--- config.mk ---
export PLATFORM = sky130hd
export DESIGN_NAME = csc_yuv2rgb
export DESIGN_NICKNAME = d
export VERILOG_FILES = /design/src/rtl/csc_pkg.sv /design/src/rtl/csc_cfg_regs.sv /design/src/rtl/csc_mult_stage.sv /design/src/rtl/csc_sum_stage.sv /design/src/rtl/csc_sat_stage.sv /design/src/rtl/csc_yuv2rgb.sv
export SDC_FILE = /design/constraint.sdc
export NUM_CORES = 2
export LEC_CHECK = 0
export BUFFER_PORTS_ARGS = -buffer_cell sky130_fd_sc_hd__buf_4
export CAP_MARGIN = 5
export CORE_ASPECT_RATIO = 0.9
export CORE_MARGIN = 5
export CORE_UTILIZATION = 45
export DETAILED_ROUTE_END_ITERATION = 10
export REMOVE_ABC_BUFFERS = 1
export SYNTH_ARGS = -nofsm -noshare
export SYNTH_HDL_FRONTEND = slang
export SYNTH_HIERARCHICAL = 1
export SYNTH_SLANG_ARGS = --single-unit
--- constraint.sdc ---
create_clock -name clk -period 8.7 [get_ports clk]
set_input_delay 0.435 -clock clk [delete_from_list [all_inputs] [get_ports clk]]
set_output_delay 0.435 -clock clk [all_outputs]
set_load 0.01 [all_outputs]
--- src/rtl/csc_pkg.sv ---
`timescale 1ns/1ps
package csc_pkg;

  localparam int NCOEF  = 5;
  localparam int NCH    = 3;
  localparam int CFG_AW = 3;

  localparam int CH_R = 0;
  localparam int CH_G = 1;
  localparam int CH_B = 2;

  localparam int OPD_Y = 0;
  localparam int OPD_U = 1;
  localparam int OPD_V = 2;

  typedef enum logic [CFG_AW-1:0] {
    CFG_C0         = 3'd0,
    CFG_C1         = 3'd1,
    CFG_C2         = 3'd2,
    CFG_C3         = 3'd3,
    CFG_C4         = 3'd4,
    CFG_LUMA_OFS   = 3'd5,
    CFG_CHROMA_OFS = 3'd6,
    CFG_SPARE      = 3'd7
  } cfg_addr_e;

  // which centred sample each coefficient multiplies
  function automatic int coef_operand(input int k);
    case (k)
      0:       return OPD_Y;
      1:       return OPD_V;
      2:       return OPD_U;
      3:       return OPD_V;
      default: return OPD_U;
    endcase
  endfunction

endpackage

--- src/rtl/csc_cfg_regs.sv ---
`timescale 1ns/1ps
module csc_cfg_regs
  import csc_pkg::*;
#(
  parameter int                          PIX_W      = 8,
  parameter int                          COEF_W     = 12,
  parameter logic [NCOEF-1:0][COEF_W-1:0] DEF_COEFS = '0,
  parameter logic [PIX_W-1:0]            DEF_LUMA   = '0,
  parameter logic [PIX_W-1:0]            DEF_CHROMA = '0
) (
  input  logic                          clk,
  input  logic                          rst_n,
  input  logic                          cfg_we,
  input  logic [CFG_AW-1:0]             cfg_addr,
  input  logic [COEF_W-1:0]             cfg_wdata,
  input  logic                          frame_start,
  output logic [NCOEF-1:0][COEF_W-1:0]  act_coef,
  output logic [PIX_W-1:0]              act_luma,
  output logic [PIX_W-1:0]              act_chroma
);

  logic [NCOEF-1:0][COEF_W-1:0] stg_coef_q, stg_coef_d;
  logic [NCOEF-1:0][COEF_W-1:0] act_coef_q, act_coef_d;
  logic [PIX_W-1:0]             stg_luma_q, stg_luma_d;
  logic [PIX_W-1:0]             stg_chroma_q, stg_chroma_d;
  logic [PIX_W-1:0]             act_luma_q, act_luma_d;
  logic [PIX_W-1:0]             act_chroma_q, act_chroma_d;

  // staged copy: written by the port at any time
  always_comb begin
    stg_coef_d = stg_coef_q;
    for (int k = 0; k < NCOEF; k++) begin
      if (cfg_we && (cfg_addr == CFG_AW'(k))) begin
        stg_coef_d[k] = cfg_wdata;
      end
    end
    stg_luma_d   = (cfg_we && (cfg_addr == CFG_LUMA_OFS))
                   ? cfg_wdata[PIX_W-1:0] : stg_luma_q;
    stg_chroma_d = (cfg_we && (cfg_addr == CFG_CHROMA_OFS))
                   ? cfg_wdata[PIX_W-1:0] : stg_chroma_q;
  end

  // active copy: moves only on a frame boundary
  always_comb begin
    act_coef_d   = frame_start ? stg_coef_q   : act_coef_q;
    act_luma_d   = frame_start ? stg_luma_q   : act_luma_q;
    act_chroma_d = frame_start ? stg_chroma_q : act_chroma_q;
  end

  always_ff @(posedge clk or negedge rst_n) begin
    if (!rst_n) begin
      stg_coef_q   <= DEF_COEFS;
      stg_luma_q   <= DEF_LUMA;
      stg_chroma_q <= DEF_CHROMA;
      act_coef_q   <= DEF_COEFS;
      act_luma_q   <= DEF_LUMA;
      act_chroma_q <= DEF_CHROMA;
    end else begin
      stg_coef_q   <= stg_coef_d;
      stg_luma_q   <= stg_luma_d;
      stg_chroma_q <= stg_chroma_d;
      act_coef_q   <= act_coef_d;
      act_luma_q   <= act_luma_d;
      act_chroma_q <= act_chroma_d;
    end
  end

  assign act_coef   = act_coef_q;
  assign act_luma   = act_luma_q;
  assign act_chroma = act_chroma_q;

endmodule

--- src/rtl/csc_mult_stage.sv ---
`timescale 1ns/1ps
module csc_mult_stage
  import csc_pkg::*;
#(
  parameter  int PIX_W  = 8,
  parameter  int COEF_W = 12,
  localparam int DW     = PIX_W + 1,
  localparam int PROD_W = COEF_W + 1 + DW
) (
  input  logic                          clk,
  input  logic                          rst_n,
  input  logic                          en,
  input  logic                          in_valid,
  input  logic                          in_bypass,
  input  logic [NCH-1:0][PIX_W-1:0]     in_px,
  input  logic [NCOEF-1:0][COEF_W-1:0]  coef,
  input  logic [PIX_W-1:0]              luma_ofs,
  input  logic [PIX_W-1:0]              chroma_ofs,
  output logic                          s1_valid,
  output logic                          s1_bypass,
  output logic [NCH-1:0][PIX_W-1:0]     s1_px,
  output logic [NCOEF-1:0][PROD_W-1:0]  s1_prod
);

  logic signed [DW-1:0]          dif [NCH];
  logic [NCOEF-1:0][PROD_W-1:0]  prod_d;
  logic                          valid_d;
  logic                          load;

  always_comb begin
    dif[OPD_Y] = $signed({1'b0, in_px[0]}) - $signed({1'b0, luma_ofs});
    dif[OPD_U] = $signed({1'b0, in_px[1]}) - $signed({1'b0, chroma_ofs});
    dif[OPD_V] = $signed({1'b0, in_px[2]}) - $signed({1'b0, chroma_ofs});
  end

  // products use the active set at acceptance time
  for (genvar k = 0; k < NCOEF; k++) begin : g_prod
    localparam int OPD = coef_operand(k);
    assign prod_d[k] = PROD_W'($signed({1'b0, coef[k]})) * PROD_W'(dif[OPD]);
  end

  assign load    = en && in_valid;
  assign valid_d = en ? in_valid : s1_valid;

  always_ff @(posedge clk or negedge rst_n) begin
    if (!rst_n) begin
      s1_valid <= 1'b0;
    end else begin
      s1_valid <= valid_d;
    end
  end

  always_ff @(posedge clk) begin
    if (load) begin
      s1_bypass <= in_bypass;
      s1_px     <= in_px;
      s1_prod   <= prod_d;
    end
  end

endmodule

--- src/rtl/csc_sum_stage.sv ---
`timescale 1ns/1ps
module csc_sum_stage
  import csc_pkg::*;
#(
  parameter  int PIX_W  = 8,
  parameter  int COEF_W = 12,
  parameter  int FRAC_W = 10,
  localparam int PROD_W = COEF_W + PIX_W + 2,
  localparam int SUM_W  = PROD_W + 2,
  localparam int SH_W   = SUM_W - FRAC_W
) (
  input  logic                          clk,
  input  logic                          rst_n,
  input  logic                          en,
  input  logic                          s1_valid,
  input  logic                          s1_bypass,
  input  logic [NCH-1:0][PIX_W-1:0]     s1_px,
  input  logic [NCOEF-1:0][PROD_W-1:0]  s1_prod,
  output logic                          s2_valid,
  output logic                          s2_bypass,
  output logic [NCH-1:0][PIX_W-1:0]     s2_px,
  output logic [NCH-1:0][SH_W-1:0]      s2_ch
);

  localparam int RND = 1 << (FRAC_W - 1);

  logic signed [SUM_W-1:0]  pe  [NCOEF];
  logic signed [SUM_W-1:0]  acc [NCH];
  logic [NCH-1:0][SH_W-1:0] ch_d;
  logic                     valid_d;
  logic                     load;

  for (genvar k = 0; k < NCOEF; k++) begin : g_ext
    assign pe[k] = SUM_W'($signed(s1_prod[k]));
  end

  always_comb begin
    acc[CH_R] = pe[0] + pe[1];
    acc[CH_G] = pe[0] - pe[2] - pe[3];
    acc[CH_B] = pe[0] + pe[4];
  end

  for (genvar c = 0; c < NCH; c++) begin : g_rnd
    logic signed [SUM_W-1:0] rnd;
    assign rnd     = acc[c] + SUM_W'(RND);
    assign ch_d[c] = SH_W'(rnd >>> FRAC_W);
  end

  assign load    = en && s1_valid;
  assign valid_d = en ? s1_valid : s2_valid;

  always_ff @(posedge clk or negedge rst_n) begin
    if (!rst_n) begin
      s2_valid <= 1'b0;
    end else begin
      s2_valid <= valid_d;
    end
  end

  always_ff @(posedge clk) begin
    if (load) begin
      s2_bypass <= s1_bypass;
      s2_px     <= s1_px;
      s2_ch     <= ch_d;
    end
  end

endmodule

--- src/rtl/csc_sat_stage.sv ---
`timescale 1ns/1ps
module csc_sat_stage
  import csc_pkg::*;
#(
  parameter int PIX_W = 8,
  parameter int SH_W  = 14
) (
  input  logic                      clk,
  input  logic                      rst_n,
  input  logic                      en,
  input  logic                      s2_valid,
  input  logic                      s2_bypass,
  input  logic [NCH-1:0][PIX_W-1:0] s2_px,
  input  logic [NCH-1:0][SH_W-1:0]  s2_ch,
  output logic                      s3_valid,
  output logic [NCH-1:0][PIX_W-1:0] s3_px
);

  localparam int MAXV = (1 << PIX_W) - 1;

  logic [NCH-1:0][PIX_W-1:0] px_d;
  logic                      valid_d;
  logic                      load;

  for (genvar c = 0; c < NCH; c++) begin : g_clamp
    logic signed [SH_W-1:0] v;
    logic [PIX_W-1:0]       sat;
    assign v = $signed(s2_ch[c]);
    always_comb begin
      if (v < 0) begin
        sat = '0;
      end else if (v > SH_W'(MAXV)) begin
        sat = PIX_W'(MAXV);
      end else begin
        sat = v[PIX_W-1:0];
      end
    end
    assign px_d[c] = s2_bypass ? s2_px[c] : sat;
  end

  assign load    = en && s2_valid;
  assign valid_d = en ? s2_valid : s3_valid;

  always_ff @(posedge clk or negedge rst_n) begin
    if (!rst_n) begin
      s3_valid <= 1'b0;
    end else begin
      s3_valid <= valid_d;
    end
  end

  always_ff @(posedge clk) begin
    if (load) begin
      s3_px <= px_d;
    end
  end

endmodule

--- src/rtl/csc_yuv2rgb.sv ---
`timescale 1ns/1ps
module csc_yuv2rgb
  import csc_pkg::*;
#(
  parameter int               PIX_W      = 8,
  parameter int               COEF_W     = 12,
  parameter int               FRAC_W     = 10,
  parameter logic [COEF_W-1:0] DEF_C0    = 12'h4A8,
  parameter logic [COEF_W-1:0] DEF_C1    = 12'h662,
  parameter logic [COEF_W-1:0] DEF_C2    = 12'h191,
  parameter logic [COEF_W-1:0] DEF_C3    = 12'h341,
  parameter logic [COEF_W-1:0] DEF_C4    = 12'h811,
  parameter logic [PIX_W-1:0]  DEF_LUMA  = 8'd0,
  parameter logic [PIX_W-1:0]  DEF_CHROMA = 8'd128
) (
  input  logic              clk,
  input  logic              rst_n,
  input  logic              frame_start,
  input  logic              cfg_we,
  input  logic [2:0]        cfg_addr,
  input  logic [COEF_W-1:0] cfg_wdata,
  input  logic              in_valid,
  output logic              in_ready,
  input  logic              in_bypass,
  input  logic [PIX_W-1:0]  in_px0,
  input  logic [PIX_W-1:0]  in_px1,
  input  logic [PIX_W-1:0]  in_px2,
  output logic              out_valid,
  input  logic              out_ready,
  output logic [PIX_W-1:0]  out_r,
  output logic [PIX_W-1:0]  out_g,
  output logic [PIX_W-1:0]  out_b
);

  localparam int PROD_W = COEF_W + PIX_W + 2;
  localparam int SUM_W  = PROD_W + 2;
  localparam int SH_W   = SUM_W - FRAC_W;
  localparam int ACT_W  = NCOEF * COEF_W + 2 * PIX_W;
  localparam logic [NCOEF-1:0][COEF_W-1:0] DEF_COEFS =
    {DEF_C4, DEF_C3, DEF_C2, DEF_C1, DEF_C0};

  // reset: asserted at once, released on the clock
  logic [1:0] rst_sync_q;
  logic       rst_n_i;

  always_ff @(posedge clk or negedge rst_n) begin
    if (!rst_n) begin
      rst_sync_q <= 2'b00;
    end else begin
      rst_sync_q <= {rst_sync_q[0], 1'b1};
    end
  end
  assign rst_n_i = rst_sync_q[1];

  logic [NCOEF-1:0][COEF_W-1:0] act_coef;
  logic [PIX_W-1:0]             act_luma, act_chroma;
  logic [ACT_W-1:0]             act_flat;

  logic                         pipe_en;
  logic [NCH-1:0][PIX_W-1:0]    in_px;

  logic                         s1_valid, s1_bypass;
  logic [NCH-1:0][PIX_W-1:0]    s1_px;
  logic [NCOEF-1:0][PROD_W-1:0] s1_prod;

  logic                         s2_valid, s2_bypass;
  logic [NCH-1:0][PIX_W-1:0]    s2_px;
  logic [NCH-1:0][SH_W-1:0]     s2_ch;

  logic                         s3_valid;
  logic [NCH-1:0][PIX_W-1:0]    s3_px;

  // whole pipe advances unless the output is held
  assign pipe_en  = out_ready || !s3_valid;
  assign in_ready = pipe_en;
  assign in_px    = {in_px2, in_px1, in_px0};
  assign act_flat = {act_coef, act_luma, act_chroma};

  csc_cfg_regs #(
    .PIX_W      (PIX_W),
    .COEF_W     (COEF_W),
    .DEF_COEFS  (DEF_COEFS),
    .DEF_LUMA   (DEF_LUMA),
    .DEF_CHROMA (DEF_CHROMA)
  ) cfg_i (
    .clk         (clk),
    .rst_n       (rst_n_i),
    .cfg_we      (cfg_we),
    .cfg_addr    (cfg_addr),
    .cfg_wdata   (cfg_wdata),
    .frame_start (frame_start),
    .act_coef    (act_coef),
    .act_luma    (act_luma),
    .act_chroma  (act_chroma)
  );

  csc_mult_stage #(
    .PIX_W  (PIX_W),
    .COEF_W (COEF_W)
  ) mult_i (
    .clk        (clk),
    .rst_n      (rst_n_i),
    .en         (pipe_en),
    .in_valid   (in_valid),
    .in_bypass  (in_bypass),
    .in_px      (in_px),
    .coef       (act_coef),
    .luma_ofs   (act_luma),
    .chroma_ofs (act_chroma),
    .s1_valid   (s1_valid),
    .s1_bypass  (s1_bypass),
    .s1_px      (s1_px),
    .s1_prod    (s1_prod)
  );

  csc_sum_stage #(
    .PIX_W  (PIX_W),
    .COEF_W (COEF_W),
    .FRAC_W (FRAC_W)
  ) sum_i (
    .clk       (clk),
    .rst_n     (rst_n_i),
    .en        (pipe_en),
    .s1_valid  (s1_valid),
    .s1_bypass (s1_bypass),
    .s1_px     (s1_px),
    .s1_prod   (s1_prod),
    .s2_valid  (s2_valid),
    .s2_bypass (s2_bypass),
    .s2_px     (s2_px),
    .s2_ch     (s2_ch)
  );

  csc_sat_stage #(
    .PIX_W (PIX_W),
    .SH_W  (SH_W)
  ) sat_i (
    .clk       (clk),
    .rst_n     (rst_n_i),
    .en        (pipe_en),
    .s2_valid  (s2_valid),
    .s2_bypass (s2_bypass),
    .s2_px     (s2_px),
    .s2_ch     (s2_ch),
    .s3_valid  (s3_valid),
    .s3_px     (s3_px)
  );

  assign out_valid = s3_valid;
  assign out_r     = s3_px[CH_R];
  assign out_g     = s3_px[CH_G];
  assign out_b     = s3_px[CH_B];

endmodule

==> flow_summary.json <==
{
  "status": "finished clean",
  "wl_per_cell_um": 20.2,
  "worstPathCellList": "inv_1 > ha_1 > nor2b_1 > o21ai_1 > a21boi_1 > o21a_1 > o21ai_1 > nand3_1 > fa_1 > fa_1 > fa_1 > fa_1 > fa_1 > inv_1 > ha_1 > o21ai_1 > o21ai_1 > a211oi_2 > o41ai_1 > nand4_1 > o311a_1",
  "die_area_um2": 88000,
  "cap_violations": 0,
  "slew_headroom": 0.283,
  "wl_mm": 91.2,
  "avgSynthCellArea_um2": 11.0,
  "wl_met2_mm": 38.4,
  "wl_met1_mm": 45.0,
  "port_buffers": 71,
  "min_from": "in_px0[7]",
  "seq_area_um2": 10800,
  "async_reset_ff_frac": 0.410,
  "yosysMostFrequentCell": "inv_1",
  "crit_top_cell": "fa_1",
  "final_cell_area_um2": 40200,
  "antenna_left": 0,
  "nFillCells": 7415,
  "first_iter_violations": 1437,
  "top_layer": "met5",
  "post-dp-hpwl_mm": 71.4,
  "slowest_stage": "o21ai_1",
  "cts.path.max_buffers": 3,
  "grt_start_max_net_pins": 71,
  "reg2reg_to": "mult_i/s1_prod[64]$_DFFE_PP_",
  "critPathKind": "reg2reg",
  "drv_slew": 0,
  "setup_tns_ps": 0,
  "grt_pass1_vias": 24900,
  "drc": 0,
  "rsz0062_at_grt": "false",
  "synth_common_cells": "518 x inv_1, 460 x ha_1, 378 x fa_1",
  "place.gp.congestion": 0.864,
  "cts-htree-levels": 2,
  "ff2ff_setup_slack_ps": 1660,
  "yosys_warnings": 6,
  "clk_latency_ps": 610,
  "final_util": 0.495,
  "setup_viol": 0,
  "path_clk_slew_ps": 60,
  "crit_path_max_incr_delay_ps": 760,
  "worst_pin_slew_ps": 1080,
  "synth_area_um2": 37000,
  "yosys_register_bits": 383,
  "hold_buffers": 4,
  "synth_cells": 3363,
  "dieWidth_um": 312,
  "cts_resized": 0,
  "worstHoldEndpoint": "mult_i/s1_px[7]$_DFFE_PP_",
  "ios": 72,
  "finalHoldViolCount": 0,
  "cp-end-kind": "flop",
  "dp_cells": 4426,
  "critPathArrivalTime_ps": 7400,
  "cts_tree": "yes",
  "seq_area_frac_synth": 0.291,
  "rr_worst_depth": 21,
  "syn2layout_area_growth_pct": 8.74,
  "final.period_utilization": 0.810,
  "holdCritPathClass": "in2reg",
  "vias_per_cell": 5.35,
  "ys.flop_type": "edfxtp_1",
  "grt_use_total": 0.210,
  "coreArea_um2": 81300,
  "synthTopCellsByArea": "fa_1 20%, edfxtp_1 18%, ha_1 16%",
  "rows": 99,
  "multi_input_area_um2": 23800,
  "initial_core_util": 0.455,
  "max_freq_mhz": 142,
  "post_cts_buffers": 0,
  "fin_cells": 4522,
  "nets": 4303,
  "antenna_found_initial": 13,
  "yosysTopAreaCell": "fa_1",
  "root_buffer": "clkbuf_16",
  "die_h_um": 282,
  "vias": 24200,
  "dpl_cell_area_um2": 38600,
  "grt_overflow": 0,
  "period_needed_ps": 7040,
  "cts.sinks": 383,
  "r2r_start": "cfg_i/act_chroma[1]$_DFFE_PN0P_",
  "worstHoldPathCells": 1,
  "cp_max_fo": 13,
  "finClkSkew_ps": 36.7,
  "yosysTopAreaCellShare": 0.205,
  "start_kind": "flop",
  "synth-edff-count": 226,
  "drive_gt1_frac": 0.128,
  "yosys.cell_types.count": 95,
  "met3_length_mm": 5.57,
  "worstPathRequired_ps": 9050,
  "first_pass_iters": 5,
  "grt_pass1_wl_mm": 145,
  "cts_buffers": 47
}
==> cells by family (layout without fill, tap and decap cells) <==
family / after synthesis / after routing / share of synthesized area
adder cells (fa/ha/maj): 838 / 838 / 0.360
AND/OR/NAND/NOR: 797 / 797 / 0.119
buffers and inverters: 616 / 710 / 0.0655
AO/OA/AOI/OAI: 460 / 460 / 0.0873
flip-flops: 383 / 383 / 0.291
multiplexers: 157 / 157 / 0.0499
XOR/XNOR: 111 / 111 / 0.0263
other: 1 / 6 / 0.000101
==> metal layers <==
layer	GRT usage	vias to the layer above
met5	0	-
met4	0.0536	2
met3	0.0420	119
met2	0.312	579
met1	0.317	12100
li1	-	11400
==> placed cells by master, fill, tap and decap left out, types with 16 or more instances in the layout <==
cell type    n
o21a_1      36
a211oi_1    16
nand2b_1   123
ha_1       460
clkbuf_16   48
a21o_1      44
o21ai_0     69
nand4_1     17
dfrtp_1    114
xnor2_1     72
edfxtp_1   226
a21boi_0    46
o21ai_1     22
nand2_1    150
nor2_1     125
inv_1      518
and2_1     113
mux2_2     135
and3_1      59
a21oi_1     98
nor2b_1     43
a22oi_1     17
buf_4       98
nor3_1      40
mux2_4      21
fa_1       378
dfstp_2     42
xor2_1      37
nand3_1     48
nor3b_1     40
==> state kept, by name, indices dropped and copies added (netlist names) <==
name                cells
mult_i/s1_px           24
sat_i/s3_px            24
cfg_i/act_chroma        8
sum_i/s2_ch            42
cfg_i/act_luma          8
sum_i/s2_valid          1
mult_i/s1_bypass        1
cfg_i/stg_chroma_q      8
rst_sync_q              2
mult_i/s1_valid         1
sat_i/s3_valid          1
cfg_i/stg_coef_q       60
cfg_i/stg_luma_q        8
cfg_i/act_coef         60
sum_i/s2_bypass         1
sum_i/s2_px            24
mult_i/s1_prod        110
==> stage by stage <==
step / worst slack (ps) / hold WS [ps]
floorplan: 1880 / 139
global placement: 1770 / 218
detailed placement: 1680 / 220
CTS: 1670 / 8.79
global route: 1260 / 23.1
finish: 1660 / 55.5
==> critical path, delay by kind of cell, from the launching register on <==
kind / cells / cell delay (ps)
simple gates: 3 / 510
fa+ha+maj: 7 / 3210
flops: 1 / 470
buf+inv: 2 / 170
compound gates: 9 / 2440
==> worst max-delay path by stage <==
stage,cells after the start,from,endpoint
floorplan,24,cfg_i/act_chroma[1]$_DFFE_PN0P_,mult_i/s1_prod[41]$_DFFE_PP_
finish,21,cfg_i/act_chroma[1]$_DFFE_PN0P_,mult_i/s1_prod[64]$_DFFE_PP_
global placement,22,in_px1[0],mult_i/s1_prod[59]$_DFFE_PP_
CTS,21,cfg_i/act_chroma[1]$_DFFE_PN0P_,mult_i/s1_prod[64]$_DFFE_PP_
global route,21,cfg_i/act_chroma[1]$_DFFE_PN0P_,mult_i/s1_prod[64]$_DFFE_PP_
detailed placement,21,cfg_i/act_chroma[1]$_DFFE_PN0P_,mult_i/s1_prod[64]$_DFFE_PP_
==> layout make-up <==
cell class / instances / share of cell area
Tap cell: 1060 / 0.0330
Antenna cell: 5 / 0.000311
Inverter: 521 / 0.0487
Sequential cell: 383 / 0.268
Clock buffer: 59 / 0.0322
Multi-Input combinational cell: 2364 / 0.592
Timing Repair Buffer: 102 / 0.0193
Clock inverter: 28 / 0.00654
Power is left out: the tool's default activity adds up to more than one toggle a clock period on the data nets, which glitch-free logic cannot reach.
